==> config.mk <==
export PLATFORM = sky130hd
export DESIGN_NAME = i2c_scl_timer
export DESIGN_NICKNAME = d
export VERILOG_FILES = /design/src/rtl/i2c_scl_pkg.sv /design/src/rtl/i2c_scl_cfg.sv /design/src/rtl/i2c_scl_phase.sv /design/src/rtl/i2c_scl_timer.sv
export SDC_FILE = /design/constraint.sdc
export NUM_CORES = 1
export LEC_CHECK = 0
export BUFFER_PORTS_ARGS = -buffer_cell sky130_fd_sc_hd__buf_2
export CORE_MARGIN = 2
export CORE_UTILIZATION = 53
export CTS_CLUSTER_SIZE = 12
export DETAILED_ROUTE_END_ITERATION = 7
export MAX_ROUTING_LAYER = met4
export PLACE_DENSITY = 0.7
export REMOVE_ABC_BUFFERS = 1
export SLEW_MARGIN = 5
export SYNTH_ARGS = -nofsm -noshare
export SYNTH_HDL_FRONTEND = slang
export SYNTH_SLANG_ARGS = --single-unit
export TNS_END_PERCENT = 5
==> constraint.sdc <==
create_clock -name clk -period 3.6 [get_ports clk]
set_input_delay 0.54 -clock clk [delete_from_list [all_inputs] [get_ports clk]]
set_output_delay 0.54 -clock clk [all_outputs]
set_load 0.01 [all_outputs]
==> src/rtl/i2c_scl_pkg.sv <==
package i2c_scl_pkg;

    typedef enum logic [1:0] {
        ST_IDLE = 2'd0,
        ST_LOW  = 2'd1,
        ST_HIGH = 2'd2
    } scl_state_t;

endpackage

==> src/rtl/i2c_scl_cfg.sv <==
module i2c_scl_cfg #(
    parameter int HZ_W        = 32,
    parameter int DIV_W       = 9,
    parameter int HOLD_W      = 5,
    parameter int DIV_MIN     = 10,
    parameter int DIV_MAX     = 511,
    parameter int MAX_BUS_HZ  = 100000,
    parameter int BAND_HI_HZ  = 40000000,
    parameter int BAND_MID_HZ = 12500000,
    parameter int HOLD_HI     = 17,
    parameter int HOLD_MID    = 15,
    parameter int HOLD_LO     = 7
) (
    input  logic              clk,
    input  logic              rst_n,
    input  logic              en,
    input  logic [HZ_W-1:0]   sys_clk_hz,
    input  logic [HZ_W-1:0]   bus_hz,
    output logic [DIV_W-1:0]  div_q,
    output logic [HOLD_W-1:0] hold_q,
    output logic              err_q,
    output logic              en_q
);
    localparam int QW = HZ_W + 2;
    localparam logic [QW-1:0]     QMIN   = QW'(DIV_MIN);
    localparam logic [QW-1:0]     QMAX   = QW'(DIV_MAX);
    localparam logic [HZ_W-1:0]   BUSMAX = HZ_W'(MAX_BUS_HZ);
    localparam logic [HZ_W-1:0]   BHI    = HZ_W'(BAND_HI_HZ);
    localparam logic [HZ_W-1:0]   BMID   = HZ_W'(BAND_MID_HZ);

    logic [QW-1:0]     den;
    logic [QW-1:0]     quot;
    logic              bus_bad;
    logic              rng_bad;
    logic              err_d;
    logic [DIV_W-1:0]  div_d;
    logic [HOLD_W-1:0] hold_d;

    always_comb begin
        bus_bad = (bus_hz == '0) || (bus_hz > BUSMAX);
        den     = bus_bad ? QW'(4) : {bus_hz, 2'b00};
        quot    = {2'b00, sys_clk_hz} / den;
        rng_bad = (quot < QMIN) || (quot > QMAX);
        err_d   = bus_bad || rng_bad;
        div_d   = err_d ? '0 : quot[DIV_W-1:0];
        if (sys_clk_hz >= BHI)
            hold_d = HOLD_W'(HOLD_HI);
        else if (sys_clk_hz >= BMID)
            hold_d = HOLD_W'(HOLD_MID);
        else
            hold_d = HOLD_W'(HOLD_LO);
    end

    always_ff @(posedge clk or negedge rst_n) begin
        if (!rst_n) begin
            div_q  <= '0;
            hold_q <= '0;
            err_q  <= 1'b0;
            en_q   <= 1'b0;
        end else begin
            div_q  <= div_d;
            hold_q <= hold_d;
            err_q  <= err_d;
            en_q   <= en;
        end
    end

    // an over-limit bus request is flagged on the next clock
    a_r4_bus_limit: assert property (@(posedge clk) disable iff (!rst_n)
        (bus_hz > BUSMAX) |=> err_q);

    // hold count is one of the three band values once loaded
    a_r5_hold_band: assert property (@(posedge clk) disable iff (!rst_n)
        (hold_q != '0) |-> (hold_q == HOLD_W'(HOLD_HI) || hold_q == HOLD_W'(HOLD_MID)
                            || hold_q == HOLD_W'(HOLD_LO)));

    // a non-zero stored divisor is always inside the legal window
    a_r3_div_window: assert property (@(posedge clk) disable iff (!rst_n)
        (div_q != '0) |-> (!err_q && div_q >= DIV_W'(DIV_MIN) && div_q <= DIV_W'(DIV_MAX)));

endmodule

==> src/rtl/i2c_scl_phase.sv <==
module i2c_scl_phase
    import i2c_scl_pkg::*;
#(
    parameter int DIV_W  = 9,
    parameter int HOLD_W = 5
) (
    input  logic              clk,
    input  logic              rst_n,
    input  logic              en,
    input  logic              cfg_err,
    input  logic [DIV_W-1:0]  div,
    input  logic [HOLD_W-1:0] hold,
    input  logic              scl_in,
    output logic              scl_out,
    output logic              sda_strobe
);
    localparam int CNT_W = DIV_W + 1;

    scl_state_t       state;
    scl_state_t       state_nx;
    logic [CNT_W-1:0] cnt;
    logic [CNT_W-1:0] cnt_nx;
    logic [CNT_W-1:0] half_lim;
    logic [CNT_W-1:0] hold_ext;
    logic             run_ok;
    logic             at_lim;

    assign half_lim = {div, 1'b0} - CNT_W'(1);
    assign hold_ext = {{(CNT_W-HOLD_W){1'b0}}, hold};
    assign run_ok   = en && !cfg_err;
    assign at_lim   = (cnt == half_lim);

    always_comb begin
        state_nx = state;
        cnt_nx   = cnt;
        unique case (state)
            ST_IDLE: begin
                cnt_nx = '0;
                if (run_ok) state_nx = ST_LOW;
            end
            ST_LOW: begin
                if (!run_ok) begin
                    state_nx = ST_IDLE;
                    cnt_nx   = '0;
                end else if (at_lim) begin
                    state_nx = ST_HIGH;
                    cnt_nx   = '0;
                end else begin
                    cnt_nx = cnt + CNT_W'(1);
                end
            end
            ST_HIGH: begin
                if (!run_ok) begin
                    state_nx = ST_IDLE;
                    cnt_nx   = '0;
                end else if (scl_in) begin
                    if (at_lim) begin
                        state_nx = ST_LOW;
                        cnt_nx   = '0;
                    end else begin
                        cnt_nx = cnt + CNT_W'(1);
                    end
                end
            end
            default: begin
                state_nx = ST_IDLE;
                cnt_nx   = '0;
            end
        endcase
    end

    always_ff @(posedge clk or negedge rst_n) begin
        if (!rst_n) state <= ST_IDLE;
        else        state <= state_nx;
    end

    always_ff @(posedge clk or negedge rst_n) begin
        if (!rst_n) cnt <= '0;
        else        cnt <= cnt_nx;
    end

    always_comb begin
        scl_out    = (state != ST_LOW);
        sda_strobe = (state == ST_LOW) && (cnt == hold_ext);
    end

    // phase counter never runs past the half-period limit
    a_r7_cnt_bound: assert property (@(posedge clk) disable iff (!rst_n)
        (state != ST_IDLE) |-> (cnt <= half_lim));

    // a low reading on the line stalls the high-phase count
    a_r9_stretch_stall: assert property (@(posedge clk) disable iff (!rst_n)
        (state == ST_HIGH && !scl_in && run_ok) |=> (cnt == $past(cnt)));

    // disabling returns the engine to idle with a cleared count
    a_r10_disable_idle: assert property (@(posedge clk) disable iff (!rst_n)
        !en |=> (scl_out && !sda_strobe && cnt == '0));

    // a configuration error releases SCL on the next clock
    a_r3_err_idle: assert property (@(posedge clk) disable iff (!rst_n)
        cfg_err |=> scl_out);

endmodule

==> src/rtl/i2c_scl_timer.sv <==
module i2c_scl_timer
    import i2c_scl_pkg::*;
#(
    parameter int HZ_W        = 32,
    parameter int DIV_W       = 9,
    parameter int HOLD_W      = 5,
    parameter int DIV_MIN     = 10,
    parameter int DIV_MAX     = 511,
    parameter int MAX_BUS_HZ  = 100000,
    parameter int BAND_HI_HZ  = 40000000,
    parameter int BAND_MID_HZ = 12500000,
    parameter int HOLD_HI     = 17,
    parameter int HOLD_MID    = 15,
    parameter int HOLD_LO     = 7
) (
    input  logic            clk,
    input  logic            rst_n,
    input  logic            en,
    input  logic [HZ_W-1:0] sys_clk_hz,
    input  logic [HZ_W-1:0] bus_hz,
    input  logic            scl_in,
    output logic            scl_out,
    output logic            sda_strobe,
    output logic            cfg_err,
    output logic [7:0]      ctrl_lo,
    output logic [7:0]      ctrl_hi
);
    localparam int LO_W = 7;
    localparam int HI_W = DIV_W - LO_W;

    logic [DIV_W-1:0]  div_q;
    logic [HOLD_W-1:0] hold_q;
    logic              err_q;
    logic              en_q;

    i2c_scl_cfg #(
        .HZ_W(HZ_W), .DIV_W(DIV_W), .HOLD_W(HOLD_W),
        .DIV_MIN(DIV_MIN), .DIV_MAX(DIV_MAX), .MAX_BUS_HZ(MAX_BUS_HZ),
        .BAND_HI_HZ(BAND_HI_HZ), .BAND_MID_HZ(BAND_MID_HZ),
        .HOLD_HI(HOLD_HI), .HOLD_MID(HOLD_MID), .HOLD_LO(HOLD_LO)
    ) cfg_i (
        .clk(clk), .rst_n(rst_n), .en(en),
        .sys_clk_hz(sys_clk_hz), .bus_hz(bus_hz),
        .div_q(div_q), .hold_q(hold_q), .err_q(err_q), .en_q(en_q)
    );

    i2c_scl_phase #(
        .DIV_W(DIV_W), .HOLD_W(HOLD_W)
    ) phase_i (
        .clk(clk), .rst_n(rst_n), .en(en), .cfg_err(err_q),
        .div(div_q), .hold(hold_q), .scl_in(scl_in),
        .scl_out(scl_out), .sda_strobe(sda_strobe)
    );

    assign cfg_err = err_q;
    assign ctrl_lo = {div_q[LO_W-1:0], en_q};
    assign ctrl_hi = {{(8-HI_W){1'b0}}, div_q[DIV_W-1:LO_W]};

endmodule

==> impl_metrics.tcl, run 1 <==
set metrics [dict create \
    gp_congestion 1.15 \
    die_w_um 244 \
    synthMuxAreaShare 0.0354 \
    syn-mean-instance-area_um2 6.92 \
    place_ws_ns -63.42 \
    grt_remaining_overflow 76 \
    grt-worst-endpoint "cfg_i.div_q[0]$_DFF_PN0_/D" \
    worstEndpointType "register data pin" \
    ys_seq_area_frac 0.0222 \
    synth-adder-area-share 0.220 \
    mappedNetlistArea_mm2 0.0304 \
    ys_ff_latch 27 \
    cts_made_buffers 3 \
    synth-async-reset-ratio 1.00 \
    stop_stage "global routing" \
    dominantRegCellSynth "dfrtp_1" \
    port_buffers 80 \
    synth_xor_xnor_area_share 0.0942 \
    postPlaceCellArea_mm2 0.0463 \
    outcome "did not finish" \
    cts.sinks 27 \
    cts_hold_buffers 0 \
    hpwl_um 117000 \
    synth_edf_count 0 \
    grt_max_degree 31 \
    syn_inst 4391 \
    synth_top_family_by_area "compound AO/OA/AOI/OAI gates" \
    io_pins 87 \
    clock_tree.root_cell "clkbuf_16" \
    cts_buffer_depth 2 \
    error "[ERROR GRT-0232] Routing congestion too high. Check the congestion heatmap in the GUI." \
    rows 87 \
    htreeDepth 1 \
    synthSimpleGateAreaFrac 0.242 \
    ys_warn_count 0 \
    ys_types 120 \
    floorplan.initialDensity 0.537 \
    synth-compound-area-share 0.343 \
    die-height_um 244 \
    grtUsageTotal 0.776 \
]
-- synthesized netlist by cell type, drive strengths merged (61+ instances only) --
cell type  instances  share of area
ha               534           0.22
clkbuf           116          0.014
a31oi             85          0.019
o21ai            259          0.043
xnor2            189          0.054
nand2            448          0.055
a21oi            366          0.060
a21o             187          0.046
xor2             138          0.040
nor3             146          0.024
mux2              61          0.023
nand3            109          0.019
nor2             435          0.054
inv              171          0.021
o21a             148          0.037
-- per-stage QoR --
step / cells / hold WS, ns
after global placement: 7135 / 0.527
after detailed placement: 7135 / 0.541
after floorplan: 4362 / 0.244
after CTS: 7217 / 0.317
-- cells by family after synthesis --
kind of cell | after synthesis
AO/OA/AOI/OAI | 1527
XOR/XNOR | 327
adder cells (fa/ha/maj) | 534
buffers and inverters | 327
flip-flops | 27
multiplexers | 100
other | 2
AND/OR/NAND/NOR | 1547
-- layer usage --
| layer | track usage | overflow |
|---|---|---|
| met3 | 0.567 | 2 |
| met5 | - | - |
| met1 | 0.759 | 2 |
| met2 | 0.955 | 42 |
| met4 | 0.781 | 30 |
-- repair_timing --
item                       CTS
setup buffers               72
gates cloned                 6
setup endpoints to repair   10
pin swaps                  129
resized for setup          340
==> run 2, diff against run 1 <==
--- a/config.mk
+++ b/config.mk
@@ -7,11 +7,9 @@
 export LEC_CHECK = 0
 export BUFFER_PORTS_ARGS = -buffer_cell sky130_fd_sc_hd__buf_2
 export CORE_MARGIN = 2
-export CORE_UTILIZATION = 53
-export CTS_CLUSTER_SIZE = 12
+export CORE_UTILIZATION = 38
 export DETAILED_ROUTE_END_ITERATION = 7
-export MAX_ROUTING_LAYER = met4
-export PLACE_DENSITY = 0.7
+export PLACE_DENSITY_LB_ADDON = 0.15
 export REMOVE_ABC_BUFFERS = 1
 export SLEW_MARGIN = 5
 export SYNTH_ARGS = -nofsm -noshare
==> run 2 against run 1 <==
Against the previous run:
- the flow now finishes, with violations (setup timing)
- synthesized cell count did not move
- synthesized area is the same
==> impl_metrics.tcl, run 2 <==
set metrics [dict create \
    slew_viol_final 0 \
    post-route-util 0.640 \
    grt_pass1_wl_um 223000 \
    end_kind "flip-flop" \
    grt_pass1_vias 41100 \
    synthTopCellsByArea "ha_1, a21oi_1, nand2_1, xnor2_1, nor2_1" \
    largest_register_ffs 10 \
    final_common_cell "buf_4" \
    clkTransAtPathRegs_ns 0.07 \
    core-area_mm2 0.0791 \
    mappedNetlistArea_mm2 0.0304 \
    postRouteAntennaNets 0 \
    worst_slew_pin_slew_ns 0.816 \
    hpwl_um 117000 \
    worstSetupPathType "input port to flip-flop" \
    crit_buf_inv 47 \
    netlist.area_leader.share 0.220 \
    clock_latency_ns 0.28 \
    yosysMostFrequentCell "ha_1" \
    max_freq_mhz 16.3 \
    ys_types 120 \
    crit_required_ns 3.77 \
    ys_seq_area_frac 0.0222 \
    cp_data_arrival_time_ns 61.40 \
    layout_common_cells "buf_4, ha_1, nand2_1, nor2_1, a21oi_1" \
    ff2ff_path_depth 11 \
    vias_per_cell 5.52 \
    synthTopCellsByCount "ha_1, nand2_1, nor2_1, a21oi_1, o21ai_0" \
    min-delay-path-class "input port to async pin" \
    fin_area_mm2 0.0506 \
    cts_tree "done" \
    postPlaceCellArea_mm2 0.0472 \
    rsz0062_at_grt "true" \
    syn_to_final_growth_pct 66.4 \
    die_w_um 287 \
    cap_viol_max_count 0 \
    synth-async-reset-ratio 1.00 \
    die_area_mm2 0.0823 \
    largest_register "phase_i.cnt" \
    syn_inst 4391 \
    place_ws_ns -63.36 \
    port_buffers 80 \
    routed_wl_um 145000 \
    grtUsageTotal 0.340 \
    fin_cells 7652 \
    finalWorstSetupSlack_ns -57.63 \
    num-nets-final 7204 \
    io_pins 87 \
    synth_edf_count 0 \
    clock-skew-final_ns 0.00364 \
    cts_buffer_depth 2 \
    cts_made_buffers 3 \
    nFillCells 7361 \
    drt-initial-drc-count 2918 \
    critPathMaxFanout 17 \
    clock_tree.root_cell "clkbuf_16" \
    gp_congestion 1.05 \
    cts.sinks 27 \
    path_common_cell "buf_4" \
    dp_cells 7504 \
    slew-limit-headroom 0.451 \
    final_layout_size_suffix_gt1_frac 0.417 \
    syn-mean-instance-area_um2 6.92 \
    rr_endpoint "phase_i.cnt[3]" \
    htreeDepth 1 \
    ys_ff_latch 27 \
    violations "setup timing" \
    regToRegStartpoint "cfg_i.div_q[0]" \
    dominantRegCellSynth "dfrtp_1" \
    slowest_delay_ns 0.61 \
    ys_warn_count 0 \
    fin_crit_ns 61.23 \
    slowest_stage "or4b_2" \
    reg2reg_slack_ns 0.44 \
    via_count 42200 \
    period_share 17.0 \
    die-height_um 287 \
    grt_max_degree 33 \
    antenna_found_initial 2 \
    drc 0 \
    critPathLaunchType "input port" \
    finalSetupViolations 10 \
    rows 103 \
    outcome "finished, violations left" \
    grt_remaining_overflow 0 \
    floorplan.initialDensity 0.384 \
    yosysTopAreaCell "ha_1" \
    drtPass1Iterations 7 \
    largest_registers "phase_i.cnt (10), cfg_i.div_q (9), cfg_i.hold_q (4)" \
    wl_per_cell_um 18.9 \
    crit_family "compound AO/OA/AOI/OAI gates" \
    hold_viol 0 \
]
run 2: cell counts after synthesis:
No cell type changed its count.
run 2: how the worst max path moves through the flow:
stage,from,to,depth (start not counted)
finish,bus_hz[14],cfg_i.div_q[0],312
global route,bus_hz[14],cfg_i.div_q[0],319
CTS,bus_hz[14],cfg_i.div_q[0],302
detailed placement,bus_hz[14],cfg_i.div_q[0],293
global placement,bus_hz[14],cfg_i.div_q[0],290
floorplan,bus_hz[14],cfg_i.div_q[0],282
run 2: timing repair:
| item | in CTS | in global routing |
|---|---|---|
| resized for setup | 403 | 69 |
| pin swaps | 176 | 71 |
| gates cloned | 6 | 0 |
| endpoints found under the setup margin | 10 | 10 |
| hold buffers | 0 | 0 |
| buffers inserted | 124 | 14 |
run 2: kinds of logic (layout without fill, tap and decap cells):
group	count (synthesis)	count (layout)	share of synthesized area
flops	27	27	0.0222
fa+ha+maj	534	534	0.220
simple gates	1547	1550	0.242
compound gates	1527	1529	0.343
buf+inv	327	2405	0.0430
other cells	2	130	0.000247
mux	100	100	0.0354
xor+xnor	327	327	0.0942
run 2: layout make-up:
cell class	instances	area, um2	share of cell area
antenna	1	2.50	0.0000494
clock buffer	3	75.1	0.00148
clock inverter	1	7.51	0.000148
inverter	171	642	0.0127
multi-input combinational	4169	31100	0.615
sequential	27	676	0.0134
tap	1050	1310	0.0260
timing repair buffer	2230	16800	0.332
run 2: per-stage QoR:
stage          setup TNS (ns)  hold slack, ns
2_1_floorplan         -655.84           0.244
3_3_place_gp          -537.39           0.524
3_5_place_dp          -548.02           0.535
4_1_cts               -488.28           0.319
5_1_grt               -523.99           0.349
6_report              -498.42           0.295
run 2: metal layers:
metal	share of wire	GRT usage
met4	0.049	0.139
met2	0.45	0.572
met3	0.061	0.0283
met5	0	0
met1	0.44	0.445
Power of run 2 is left out: the tool's default activity adds up to more than one toggle a clock period on the data nets, which glitch-free logic cannot reach.
